`src/rtl/flt_pkg.sv`:
```
package flt_pkg;

    localparam int DATA_W  = 8;
    localparam int INC_W   = $clog2(DATA_W + 1);
    localparam int LFSR_W  = 16;
    localparam int N_TALLY = 4;

    localparam int IX_PLUS  = 0;
    localparam int IX_MINUS = 1;
    localparam int IX_EVEN  = 2;
    localparam int IX_ODD   = 3;

    typedef logic [LFSR_W-1:0] lfsr_t;

    typedef enum logic {
        PG_EVEN = 1'b0,
        PG_ODD  = 1'b1
    } pg_par_e;

    typedef struct packed {
        logic             valid;
        logic             iter_end;
        pg_par_e          par;
        logic [INC_W-1:0] plus_n;
        logic [INC_W-1:0] minus_n;
    } cmp_ev_t;

    function automatic lfsr_t lfsr_adv(input lfsr_t s);
        return {s[LFSR_W-2:0], s[15] ^ s[13] ^ s[12] ^ s[10]};
    endfunction

    function automatic lfsr_t seed_for(input lfsr_t base, input lfsr_t iter);
        lfsr_t t;
        t = base ^ iter;
        if (t == '0) t = lfsr_t'(1);
        return t;
    endfunction

    function automatic logic [INC_W-1:0] ones(input logic [DATA_W-1:0] v);
        logic [INC_W-1:0] n;
        n = '0;
        for (int i = 0; i < DATA_W; i++) n = n + INC_W'(v[i]);
        return n;
    endfunction

endpackage

```
`src/rtl/flt_pattern_gen.sv`:
```
module flt_pattern_gen
    import flt_pkg::*;
(
    input  logic              clk,
    input  logic              rst,
    input  lfsr_t             base_seed,
    input  lfsr_t             iter_idx,
    input  logic              restart,
    input  logic              advance,
    output logic [DATA_W-1:0] word
);

    lfsr_t state_q;

    always_ff @(posedge clk) begin
        if (rst) begin
            state_q <= seed_for(base_seed, '0);
        end else if (restart) begin
            state_q <= seed_for(base_seed, iter_idx);
        end else if (advance) begin
            state_q <= lfsr_adv(state_q);
        end
    end

    assign word = state_q[DATA_W-1:0];

endmodule

```
`src/rtl/flt_word_compare.sv`:
```
module flt_word_compare
    import flt_pkg::*;
(
    input  logic              clk,
    input  logic              rst,
    input  logic              restart,
    input  logic              rd_valid,
    input  logic [DATA_W-1:0] rd_data,
    input  logic              rd_page_start,
    input  logic              rd_iter_end,
    input  logic [DATA_W-1:0] exp_word,
    output cmp_ev_t           ev
);

    pg_par_e par_q;
    logic    fresh_q;
    pg_par_e cur_par;
    logic    new_page;

    assign new_page = rd_valid && rd_page_start;

    always_comb begin
        cur_par = par_q;
        if (new_page && !fresh_q) cur_par = pg_par_e'(~par_q);
    end

    always_ff @(posedge clk) begin
        if (rst || restart) begin
            par_q   <= PG_EVEN;
            fresh_q <= 1'b1;
        end else if (new_page) begin
            par_q   <= cur_par;
            fresh_q <= 1'b0;
        end
    end

    always_comb begin
        ev.valid    = rd_valid;
        ev.iter_end = rd_valid && rd_iter_end;
        ev.par      = cur_par;
        ev.plus_n   = ones(rd_data & ~exp_word);
        ev.minus_n  = ones(exp_word & ~rd_data);
    end

endmodule

```
`src/rtl/flt_tally.sv`:
```
module flt_tally
    import flt_pkg::*;
#(
    parameter int CNT_W   = 24,
    parameter int WIN_SLC = 200,
    parameter int WIN_MLC = 50
) (
    input  logic             clk,
    input  logic             rst,
    input  logic             mlc_mode,
    input  cmp_ev_t          ev,
    output logic             res_valid,
    output logic [CNT_W-1:0] res_plus,
    output logic [CNT_W-1:0] res_minus,
    output logic [CNT_W-1:0] res_even,
    output logic [CNT_W-1:0] res_odd,
    output logic [CNT_W-1:0] acc_plus,
    output logic [CNT_W-1:0] acc_minus,
    output lfsr_t            iter_idx
);

    localparam int WIN_MAX = (WIN_SLC > WIN_MLC) ? WIN_SLC : WIN_MLC;
    localparam int WC_W    = $clog2(WIN_MAX + 1);

    function automatic logic [CNT_W-1:0] sat_add(input logic [CNT_W-1:0] a,
                                                 input logic [INC_W:0]   b);
        logic [CNT_W:0] s;
        s = {1'b0, a} + (CNT_W + 1)'(b);
        return s[CNT_W] ? {CNT_W{1'b1}} : s[CNT_W-1:0];
    endfunction

    logic [INC_W:0]    inc     [N_TALLY];
    logic [CNT_W-1:0]  acc_bus [N_TALLY];
    logic [CNT_W-1:0]  res_bus [N_TALLY];
    logic [INC_W:0]    tot;
    logic [WC_W-1:0]   win_cnt_q;
    logic [WC_W-1:0]   win_lim;
    logic              win_done;
    logic              res_valid_q;
    lfsr_t             iter_q;

    always_comb begin
        tot            = {1'b0, ev.plus_n} + {1'b0, ev.minus_n};
        inc[IX_PLUS]   = ev.valid ? {1'b0, ev.plus_n}  : '0;
        inc[IX_MINUS]  = ev.valid ? {1'b0, ev.minus_n} : '0;
        inc[IX_EVEN]   = (ev.valid && ev.par == PG_EVEN) ? tot : '0;
        inc[IX_ODD]    = (ev.valid && ev.par == PG_ODD)  ? tot : '0;
    end

    assign win_lim  = mlc_mode ? WC_W'(WIN_MLC) : WC_W'(WIN_SLC);
    assign win_done = ev.iter_end &&
                      ((WC_W + 1)'(win_cnt_q) + 1'b1 >= (WC_W + 1)'(win_lim));

    for (genvar k = 0; k < N_TALLY; k++) begin : g_cnt
        logic [CNT_W-1:0] acc_r;
        logic [CNT_W-1:0] res_r;
        logic [CNT_W-1:0] nxt;

        assign nxt = sat_add(acc_r, inc[k]);

        always_ff @(posedge clk) begin
            if (rst) begin
                acc_r <= '0;
                res_r <= '0;
            end else if (win_done) begin
                acc_r <= '0;
                res_r <= nxt;
            end else begin
                acc_r <= nxt;
            end
        end

        assign acc_bus[k] = acc_r;
        assign res_bus[k] = res_r;
    end

    always_ff @(posedge clk) begin
        if (rst) begin
            win_cnt_q   <= '0;
            res_valid_q <= 1'b0;
            iter_q      <= '0;
        end else begin
            res_valid_q <= win_done;
            if (ev.iter_end) iter_q <= iter_q + 1'b1;
            if (win_done)          win_cnt_q <= '0;
            else if (ev.iter_end)  win_cnt_q <= win_cnt_q + 1'b1;
        end
    end

    assign res_valid = res_valid_q;
    assign res_plus  = res_bus[IX_PLUS];
    assign res_minus = res_bus[IX_MINUS];
    assign res_even  = res_bus[IX_EVEN];
    assign res_odd   = res_bus[IX_ODD];
    assign acc_plus  = acc_bus[IX_PLUS];
    assign acc_minus = acc_bus[IX_MINUS];
    assign iter_idx  = iter_q;

endmodule

```
`src/rtl/flash_err_tally.sv`:
```
module flash_err_tally
    import flt_pkg::*;
#(
    parameter int CNT_W   = 24,
    parameter int WIN_SLC = 200,
    parameter int WIN_MLC = 50
) (
    input  logic              clk,
    input  logic              rst,
    input  logic [LFSR_W-1:0] base_seed,
    input  logic              mlc_mode,
    input  logic              pat_restart,
    input  logic              pat_next,
    output logic [DATA_W-1:0] pat_word,
    input  logic              rd_valid,
    input  logic [DATA_W-1:0] rd_data,
    input  logic              rd_page_start,
    input  logic              rd_iter_end,
    output logic              res_valid,
    output logic [CNT_W-1:0]  res_plus,
    output logic [CNT_W-1:0]  res_minus,
    output logic [CNT_W-1:0]  res_even,
    output logic [CNT_W-1:0]  res_odd
);

    cmp_ev_t          ev;
    lfsr_t            iter_idx;
    logic [CNT_W-1:0] acc_plus;
    logic [CNT_W-1:0] acc_minus;

    flt_pattern_gen u_pat (
        .clk       (clk),
        .rst       (rst),
        .base_seed (base_seed),
        .iter_idx  (iter_idx),
        .restart   (pat_restart),
        .advance   (pat_next || rd_valid),
        .word      (pat_word)
    );

    flt_word_compare u_cmp (
        .clk           (clk),
        .rst           (rst),
        .restart       (pat_restart),
        .rd_valid      (rd_valid),
        .rd_data       (rd_data),
        .rd_page_start (rd_page_start),
        .rd_iter_end   (rd_iter_end),
        .exp_word      (pat_word),
        .ev            (ev)
    );

    flt_tally #(
        .CNT_W   (CNT_W),
        .WIN_SLC (WIN_SLC),
        .WIN_MLC (WIN_MLC)
    ) u_tally (
        .clk       (clk),
        .rst       (rst),
        .mlc_mode  (mlc_mode),
        .ev        (ev),
        .res_valid (res_valid),
        .res_plus  (res_plus),
        .res_minus (res_minus),
        .res_even  (res_even),
        .res_odd   (res_odd),
        .acc_plus  (acc_plus),
        .acc_minus (acc_minus),
        .iter_idx  (iter_idx)
    );

endmodule

```
`config.mk`:
```
export PLATFORM = sky130hd
export DESIGN_NAME = flash_err_tally
export DESIGN_NICKNAME = d
export VERILOG_FILES = /design/src/rtl/flt_pkg.sv /design/src/rtl/flt_pattern_gen.sv /design/src/rtl/flt_word_compare.sv /design/src/rtl/flt_tally.sv /design/src/rtl/flash_err_tally.sv
export SDC_FILE = /design/constraint.sdc
export NUM_CORES = 1
export LEC_CHECK = 0
export ABC_AREA = 1
export BUFFER_PORTS_ARGS = -buffer_cell sky130_fd_sc_hd__buf_2
export CORE_MARGIN = 10
export CORE_UTILIZATION = 55
export CTS_CLUSTER_SIZE = 12
export DETAILED_ROUTE_END_ITERATION = 8
export HOLD_SLACK_MARGIN = 0.15
export PLACE_DENSITY = 0.75
export SLEW_MARGIN = 20
export SYNTH_ARGS = -nofsm -noshare
export SYNTH_HDL_FRONTEND = slang
export SYNTH_SLANG_ARGS = --single-unit
```
`constraint.sdc`:
```
create_clock -name clk -period 7.05 [get_ports clk]
set_clock_uncertainty 0.1 [all_clocks]
set_input_delay 0.3525 -clock clk [delete_from_list [all_inputs] [get_ports clk]]
set_output_delay 0.3525 -clock clk [all_outputs]
set_load 0.02 [all_outputs]
```
==> out/results.tsv, run 1 <==
metric	value	unit
io_pins	137	
maxSlewViolCount	0	
clk_latency	520	ps
netlist.area_leader.share	34.3	%
first_pass_iters	5	
synth_fp_nets	1929	
start_util	56.1	%
finalPower	3140	uW
track_usage	22.4	%
rsz0062_at_grt	false	
ant_nets	0	
finalHoldViolations	0	
die-area	29700	um2
avgSynthCellArea	6.92	um2
min_period	5850	ps
regArea	4860	um2
path_max_fanout	21	
synth_cell_types	44	
cts_buffers	25	
vias	12000	
drt_iter0_markers	896	
cts_tree	yes	
cts.clk_slew.worst_paths	70	ps
clock-root-buffer	clkbuf_16	
vdd_drop_max	196	uV
ys_seq_elements	235	
synth_area_leader_cell	dfxtp_1	
final_cells	2292	
synth_cells	1848	
path_class	flip-flop to flip-flop	
area_growth	12.8	%
worst_pin_slew	1070	ps
wl_per_cell	14.6	um
nets	2045	
yosysWarnings	0	
antenna_found_initial	2	
placementRows	55	
grt_max_degree	108	
synth_area_leaders	dfxtp_1, nand2_1, nand3_1	
fmax	171	MHz
grt_pass1_wl	55800	um
start_kind	flip-flop	
cts_max_level	1	
fillers	2088	
whs	225	ps
ys_top_cells_by_count	nand2_1, nand3_1, dfxtp_1	
numPortBuffers	136	
gp_congestion	0.912	
cts_resized	0	
status	finished clean	
die_h	172	um
min_path_type	input pin to flip-flop	
synth-edff-count	16	
clock-sinks	235	
fin_crit_sh	82.9	%
arrival	6160	ps
async_reset_ff_share	0	%
clk_path_buf_depth	3	
wirelength	33500	um
grt_pass1_vias	11700	
hpwlAfterDp	23900	um
total_leakage_power	0.00708	uW
postLayoutCoreUtil	63.3	%
cp.required	7360	ps
power_density	218	nW/um2
multi_input_area	6760	um2
grt.overflow.total	0	
drc	0	
drive_gt1_share	11.0	%
core	22800	um2
netlist_area	12800	um2
routed_via_density	5.24	
critical_path.endpoint_type	flip-flop	
dominantRegCellSynth	dfxtp_1	
dp.cells	2231	
setup_violations	0	
die_x	172	um
synth.most_common_cell	nand2_1	
max-cap-violations	0	
fin_tns_setup	0	ps
maxSlewHeadroom	28.5	%
seq_area_frac_synth	38.0	%
post_cts_buffers	0	
==> critical path, cell delays in order (launching register included) <==
cell and delay (ps):
edfxtp_1 410, inv_1 110, nor2_1 50, ha_1 270, inv_1 50, fa_1 510, fa_1 550, inv_1 50
fa_1 450, inv_1 90, fa_1 430, inv_1 120, ha_1 240, nand3_1 80, nand3_1 90, xnor2_1 210
nor2_1 80, ha_1 350, nand2_1 120, nand3_1 120, nand2_1 80, nand2_1 120, nand2_1 620, nand3_1 220
and3_1 220
==> report_power, final <==
| part | switching, uW | internal (uW) |
|---|---|---|
| sequential | 22.3 | 1390 |
| clock | 517 | 698 |
| combinational | 328 | 190 |
| total | 867 | 2270 |
==> kinds of logic (layout without fill, tap and decap cells) <==
| family | Yosys count | after routing | share of synthesized area [%] |
|---|---|---|---|
| buffers and inverters | 268 | 397 | 9.09 |
| flip-flops | 235 | 235 | 38.0 |
| other | 0 | 2 | 0 |
| AND/OR/NAND/NOR | 1157 | 1157 | 40.2 |
| adder cells (fa/ha/maj) | 49 | 49 | 5.56 |
| XOR/XNOR | 41 | 41 | 2.81 |
| AO/OA/AOI/OAI | 98 | 98 | 4.30 |
==> sequential cells by signal, indices dropped and copies added, names as in the netlist, 8 cells and up <==
signal / cells
u_tally.acc_plus: 24
u_tally.res_even: 24
u_tally.res_odd: 24
u_tally.res_minus: 24
u_tally.win_cnt_q: 8
u_tally.g_cnt.acc_r: 48
u_tally.acc_minus: 24
u_tally.iter_idx: 16
u_pat.state_q: 16
u_tally.res_plus: 24
==> worst paths after layout <==
kind | from | endpoint | slack [ps] | depth (start not counted)
worst max register to register | u_pat.state_q[0]$_DFFE_PP_ | u_tally.g_cnt[3].acc_r[8]$_SDFF_PP0_ | 1200 | 24
worst min register to register | u_tally.res_odd[22]$_SDFFE_PP0P_ | u_tally.res_odd[22]$_SDFFE_PP0P_ | 360 | 2
worst max-delay path | u_pat.state_q[0]$_DFFE_PP_ | u_tally.g_cnt[3].acc_r[8]$_SDFF_PP0_ | 1200 | 24
worst min-delay path | rd_iter_end | u_tally.iter_idx[0]$_SDFFE_PP0P_ | 220 | 3
==> area by class of cell <==
class	instances	share of cell area (%)
repair buffers	158	6.27
flip-flops and latches	235	33.7
clock buffers	36	4.97
clock inverters	4	0.148
well taps	313	2.72
inverters	199	5.20
multi-input cells	1345	46.9
diodes	2	0.0347
==> layer usage <==
metal | GRT usage [%] | wire [um]
met5 | 0 | 0
met2 | 38.6 | 16000
met1 | 28.2 | 14900
met3 | 3.15 | 1650
met4 | 7.12 | 937
==> stage by stage <==
step           worst slack [ps]  area [um2]
2_1_floorplan              2030       12800
3_3_place_gp               1450       13500
3_5_place_dp               1260       13500
4_1_cts                    1230       14400
5_1_grt                     776       14400
6_report                   1200       14400
==> what timing repair did <==
item | CTS | global route
hold buffers | 18 | 0
endpoints found under the setup margin | 0 | 0
endpoints found under the hold margin | 17 | 0
==> placed cells by master, fill, tap and decap left out, types with 10 or more instances in the layout <==
cell and instances:
fa_1 13, or2_2 14, dlygate4sd3_1 18, a21oi_1 46, nand2_1 574, dfxtp_1 219
xor2_1 17, nor2_1 173, edfxtp_1 16, and3_1 54, nand4_1 22, xnor2_1 24
ha_1 36, clkbuf_16 25, inv_1 196, nand3b_1 21, nand3_1 244, nand3_2 10
nor2b_1 15, buf_2 136, o21ai_0 25
(Power assumes the default switching activity.)
==> inputs of run 2 (changes only) <==
==> constraint.sdc (replaced) <==
create_clock -name clk -period 5.4 [get_ports clk]
set_clock_uncertainty 0.1 [all_clocks]
set_input_delay 0.27 -clock clk [delete_from_list [all_inputs] [get_ports clk]]
set_output_delay 0.27 -clock clk [all_outputs]
set_load 0.02 [all_outputs]
==> out/results.tsv, run 2 (synthesis results as in run 1) <==
metric	value	unit	change
reg2reg_to	u_tally.res_odd[4]$_SDFFE_PP0P_		
cts.clk_slew.worst_paths	60	ps	about the same
die-area	29700	um2	unchanged
fmax	194	MHz	+13%
grt_pass1_vias	11400		-2.2%
cts_max_level	1		unchanged
arrival	5530	ps	-630 ps
io_pins	137		unchanged
min_path_type	input pin to flip-flop		
grt.overflow.total	0		unchanged
die_x	172	um	unchanged
ant_nets	0		unchanged
setup_violations	0		unchanged
multi_input_area	6900	um2	+2.1%
start_kind	flip-flop		
finalPower	4240	uW	+35%
fin_crit_sh	95.5	%	+13 points
final_area	14800	um2	+2.6%
gp_congestion	0.931		+2.1%
finalHoldViolations	0		unchanged
routed_via_density	5.23		-0.15%
numPortBuffers	136		unchanged
worst_pin_slew	1060	ps	-7.46 ps
antenna_found_initial	3		+1
postLayoutCoreUtil	64.9	%	+1.6 points
status	finished clean		
top_layer_used	met4		
hpwlAfterDp	24100	um	+1.0%
largest-register	u_tally.g_cnt.acc_r		
grt_max_degree	105		-2.8%
path_max_fanout	10		-52%
dpl_cell_area	13600	um2	+0.93%
drc	0		unchanged
fin_tns_setup	0	ps	unchanged
min_period	5160	ps	-689 ps
hold_depth	3		unchanged
worst-path-buf-inv	9		+4
max-cap-violations	0		unchanged
met1_length	15400	um	+3.2%
maxSlewViolCount	0		unchanged
r2r-start	u_pat.state_q[0]$_DFFE_PP_		
maxSlewHeadroom	29.0	%	+0.50 points
first_pass_iters	5		unchanged
path_class	flip-flop to flip-flop		
track_usage	22.4	%	+0.045 points
regArea	4860	um2	unchanged
cts_tree	yes		
final_cells	2319		+1.2%
area_growth	15.7	%	
wl_per_cell	14.6	um	-0.25%
clock-root-buffer	clkbuf_16		
wirelength	33900	um	+0.92%
dp.cells	2245		+0.63%
vias	12100		+1.0%
reg2reg_depth	26		+8.3%
clk_latency	530	ps	about the same
r2r_setup_slack	240	ps	-960 ps
fillers	2094		+0.29%
largest_register_ffs	48		unchanged
grt_pass1_wl	55600	um	-0.35%
wl_met2	16100	um	+0.19%
nets	2066		+1.0%
core	22800	um2	unchanged
drive_gt1_share	14.2	%	+3.2 points
total_leakage_power	0.00722	uW	+2.0%
drt_iter0_markers	807		-9.9%
min_to	u_tally.iter_idx[0]$_SDFFE_PP0P_		
vdd_drop_max	225	uV	+15%
final_common_cell	nand2_1		
min-delay-start	rd_valid		
cts_buffers	26		+4.0%
clk_path_buf_depth	3		unchanged
max_stage_delay	580	ps	-40 ps
clock-sinks	235		unchanged
die_h	172	um	unchanged
wl_met3	1650	um	+0.24%
power_density	287	nW/um2	+32%
critical-path-top-delay-family	adder cells		
final_cell_mix	nand2_1, nand3_1, dfxtp_1		
placementRows	55		unchanged
cp.required	5770	ps	-1590 ps
start_util	56.1	%	unchanged
cp_slowest_cell	fa_1		
critical_path.endpoint_type	flip-flop		
crit_path_frequent_cell	nand2_1		
-- run 2: cell types whose count changed in the layout (fill, tap and decap cells not counted), moves of 6 or more --
cell	change
buf_4	+17
fa_1	-6
fa_2	+6
inv_1	-8
inv_2	+8
nand2_1	-12
nand2_2	+11
nor2_1	-8
nor2_2	+8
-- run 2: worst max-delay path by stage --
stage                                           from                                    end  cells past startpoint
after global placement    u_pat.state_q[0]$_DFFE_PP_  u_tally.g_cnt[3].acc_r[19]$_SDFF_PP0_                     24
final                     u_pat.state_q[0]$_DFFE_PP_        u_tally.res_odd[4]$_SDFFE_PP0P_                     26
after floorplan           u_pat.state_q[0]$_DFFE_PP_   u_tally.g_cnt[2].acc_r[6]$_SDFF_PP0_                     27
after detailed placement  u_pat.state_q[0]$_DFFE_PP_  u_tally.g_cnt[3].acc_r[19]$_SDFF_PP0_                     24
after CTS                 u_pat.state_q[0]$_DFFE_PP_   u_tally.g_cnt[2].acc_r[8]$_SDFF_PP0_                     27
after global routing      u_pat.state_q[0]$_DFFE_PP_  u_tally.g_cnt[3].acc_r[15]$_SDFF_PP0_                     23
-- run 2: metal layers --
layer  vias up  track usage (%)
li1       6179                -
met1      5597             28.8
met2       280             38.5
met3        71             3.17
met4         0             6.22
met5         -                0
-- run 2: report_power, final --
| group | internal [uW] | switching (uW) |
|---|---|---|
| logic | 277 | 450 |
| clock network | 969 | 705 |
| registers | 1810 | 29.9 |
| total | 3060 | 1190 |
-- run 2: tightest hold or removal path, cell delays in order --
cell,delay [ps]
buf_2,150
nand2_2,250
a21oi_1,110
-- run 2: what timing repair did --
item | in CTS | in global routing
setup endpoints to repair | 21 | 97
buffers inserted | 0 | 5
hold buffers | 20 | 0
resized for setup | 4 | 43
hold endpoints to repair | 20 | 0
pin swaps | 0 | 18
-- run 2: area by class of cell --
type	count	share of cell area [%]
Multi-Input combinational cell	1345	46.7
Tap cell	313	2.65
Antenna cell	3	0.0508
Timing Repair Buffer	178	7.24
Clock buffer	38	5.13
Sequential cell	235	32.9
Clock inverter	8	0.279
Inverter	199	5.07
-- run 2: through the flow --
stage	worst slack (ps)	hold slack, ps
floorplan	383	311
global placement	57.0	325
detailed placement	-88.4	333
CTS	-1.61	199
global route	-41.4	236
finish	242	217
==> inputs of run 3 (changes only) <==
--- a/config.mk
+++ b/config.mk
@@ -8,11 +8,11 @@
 export ABC_AREA = 1
 export BUFFER_PORTS_ARGS = -buffer_cell sky130_fd_sc_hd__buf_2
 export CORE_MARGIN = 10
-export CORE_UTILIZATION = 55
+export CORE_UTILIZATION = 54
 export CTS_CLUSTER_SIZE = 12
 export DETAILED_ROUTE_END_ITERATION = 8
 export HOLD_SLACK_MARGIN = 0.15
-export PLACE_DENSITY = 0.75
+export PLACE_DENSITY = 0.77
 export SLEW_MARGIN = 20
 export SYNTH_ARGS = -nofsm -noshare
 export SYNTH_HDL_FRONTEND = slang
==> constraint.sdc (replaced) <==
create_clock -name clk -period 4.2 [get_ports clk]
set_clock_uncertainty 0.1 [all_clocks]
set_input_delay 0.84 -clock clk [delete_from_list [all_inputs] [get_ports clk]]
set_output_delay 0.84 -clock clk [all_outputs]
set_load 0.02 [all_outputs]
==> out/results.tsv, run 3 (synthesis results as in run 1) <==
metric	value	unit	change
cp.required	4570	ps	-1200 ps
critical_path.endpoint_type	flip-flop		
io_pins	137		unchanged
routed_via_density	5.34		+2.2%
status	complete, but fails checks		
fin_crit_sh	123	%	+28 points
clock-sinks	235		unchanged
grt_pass1_wl	61600	um	+11%
drt_iter0_markers	1067		+32%
core	23400	um2	+2.7%
min_path_type	flip-flop to flip-flop		
final_cell_mix	nand2_1, dfxtp_1, inv_1		
reg2reg_to	u_tally.res_even[7]$_SDFFE_PP0P_		
start_kind	flip-flop		
antenna_found_initial	0		-3
diodes	0		-3
wirelength	38400	um	+13%
placementRows	56		+1.8%
use_met1	30.7	%	+1.9 points
hpwlAfterDp	25000	um	+3.8%
maxSlewHeadroom	53.0	%	+24 points
die_x	174	um	+0.81%
worst_pin_slew	706	ps	-359 ps
die-area	30200	um2	+1.6%
rsz0062_at_grt	true		
violations	setup timing		
gp_congestion	0.929		-0.24%
power_density	354	nW/um2	+23%
drc	0		unchanged
arrival	5550	ps	+20 ps
finalHoldViolations	0		unchanged
clock-root-buffer	clkbuf_16		
final_cells	2430		+4.8%
drive_gt1_share	30.7	%	+17 points
fmax	193	MHz	-0.41%
cts_tree	yes		
track_usage	23.6	%	+1.1 points
vdd_drop_max	345	uV	+54%
clk_path_buf_depth	3		unchanged
largest-register	u_tally.g_cnt.acc_r		
r2r_setup_slack	-980	ps	-1220 ps
postLayoutCoreUtil	73.4	%	+8.5 points
r2r-start	u_pat.state_q[1]$_DFFE_PP_		
reg2reg_depth	26		unchanged
cts_buffers	26		unchanged
total_leakage_power	0.00852	uW	+18%
path_max_fanout	5		-5
die_h	174	um	+0.81%
numPortBuffers	136		unchanged
grt.overflow.total	0		unchanged
maxSlewViolCount	0		unchanged
top_usage_layer	met2		
whs	344	ps	+127 ps
nets	2175		+5.3%
clk_latency	540	ps	about the same
final_common_cell	nand2_1		
grtUsageMet3	3.86	%	+0.69 points
wl_per_cell	15.8	um	+8.3%
ant_nets	0		unchanged
min_period	5180	ps	+21.4 ps
finalPower	6080	uW	+43%
max-cap-violations	0		unchanged
area_growth	34.3	%	
cts_max_level	1		unchanged
postCtsHoldBufs	0		-100%
dp.cells	2337		+4.1%
min_to	u_cmp.fresh_q$_SDFFE_PP1P_		
vias	13000		+7.1%
setup_violations	192		+192
path_class	flip-flop to flip-flop		
largest_register_ffs	48		unchanged
hold_depth	2		-1
cts.clk_slew.worst_paths	60	ps	about the same
grt_max_degree	130		+24%
setup_ws	-979	ps	-1220 ps
use_met2	40.0	%	+1.5 points
first_pass_iters	7		+2
min-delay-start	u_cmp.fresh_q$_SDFFE_PP1P_		
grt_pass1_vias	12500		+9.1%
start_util	54.6	%	-1.5 points
run 3: changes by cell type in the layout (fill, tap and decap cells not counted), sizes merged, moves of 2 or more:
cell	previous run	this run
buf	158	284
diode	3	0
dlygate4sd3	20	0
inv	199	197
nand2	582	584
run 3: worst max-delay path: stages (launching register included):
cell	delay, ps
edfxtp_1	460
nor2_2	170
ha_1	250
inv_2	80
fa_1	440
fa_1	540
inv_2	50
fa_2	360
inv_2	70
fa_2	450
inv_2	110
ha_4	210
nand3_4	60
nand3_4	90
xnor2_2	180
nor2_1	70
ha_2	390
buf_6	120
nand2_4	50
nor2_2	150
nand2_2	110
nand2_4	130
inv_2	50
or2_4	240
nand3_2	60
nand2_1	50
nand2_1	80
run 3: cell type report:
type | count | area, um2
Multi-Input combinational cell | 1348 | 8220
Fill cell | 1847 | 6220
Sequential cell | 235 | 4860
Timing Repair Buffer | 284 | 2100
Inverter | 199 | 782
Clock buffer | 37 | 744
Tap cell | 319 | 399
Clock inverter | 8 | 67.6
run 3: per-stage QoR:
step | setup slack (ps) | setup TNS [ps] | area (um2)
2_1_floorplan | -916 | -107190 | 13400
3_3_place_gp | -1370 | -195100 | 14900
3_5_place_dp | -1480 | -216360 | 14900
4_1_cts | -824 | -101580 | 16600
5_1_grt | -1180 | -172590 | 17200
6_report | -979 | -135440 | 17200
run 3: worst max-delay path by stage:
stage                                                  endpoint  slack, ps                       start
after floorplan           u_tally.g_cnt[2].acc_r[15]$_SDFF_PP0_       -920                  rd_data[1]
after global placement        u_tally.res_even[19]$_SDFFE_PP0P_      -1370                  rd_data[0]
after detailed placement  u_tally.g_cnt[2].acc_r[19]$_SDFF_PP0_      -1480                  rd_data[0]
after CTS                 u_tally.g_cnt[2].acc_r[17]$_SDFF_PP0_       -820  u_pat.state_q[0]$_DFFE_PP_
after global routing           u_tally.res_even[7]$_SDFFE_PP0P_      -1180  u_pat.state_q[1]$_DFFE_PP_
final                          u_tally.res_even[7]$_SDFFE_PP0P_       -980  u_pat.state_q[1]$_DFFE_PP_
run 3: what timing repair did:
item	4_1_cts	5_1_grt
cloned	6	0
setup buffers	27	20
endpoints found under the setup margin	192	192
gates resized for setup	150	94
pin swaps	72	68
hold endpoints to repair	0	0
run 3: routing by layer:
layer / routed length [um] / part of all wire (%) / vias up
li1: - / - / 6416
met1: 16500 / 43 / 6051
met2: 18500 / 48 / 452
met3: 2620 / 6.8 / 69
met4: 778 / 2.0 / 0
met5: 0 / 0 / -
run 3: report_power, final:
| part | switching (uW) | internal [uW] | total, uW | leakage [uW] |
|---|---|---|---|---|
| registers | 44.8 | 2330 | 2370 | 0.00194 |
| logic | 796 | 697 | 1490 | 0.00618 |
| clock network | 930 | 1290 | 2220 | 0.000399 |
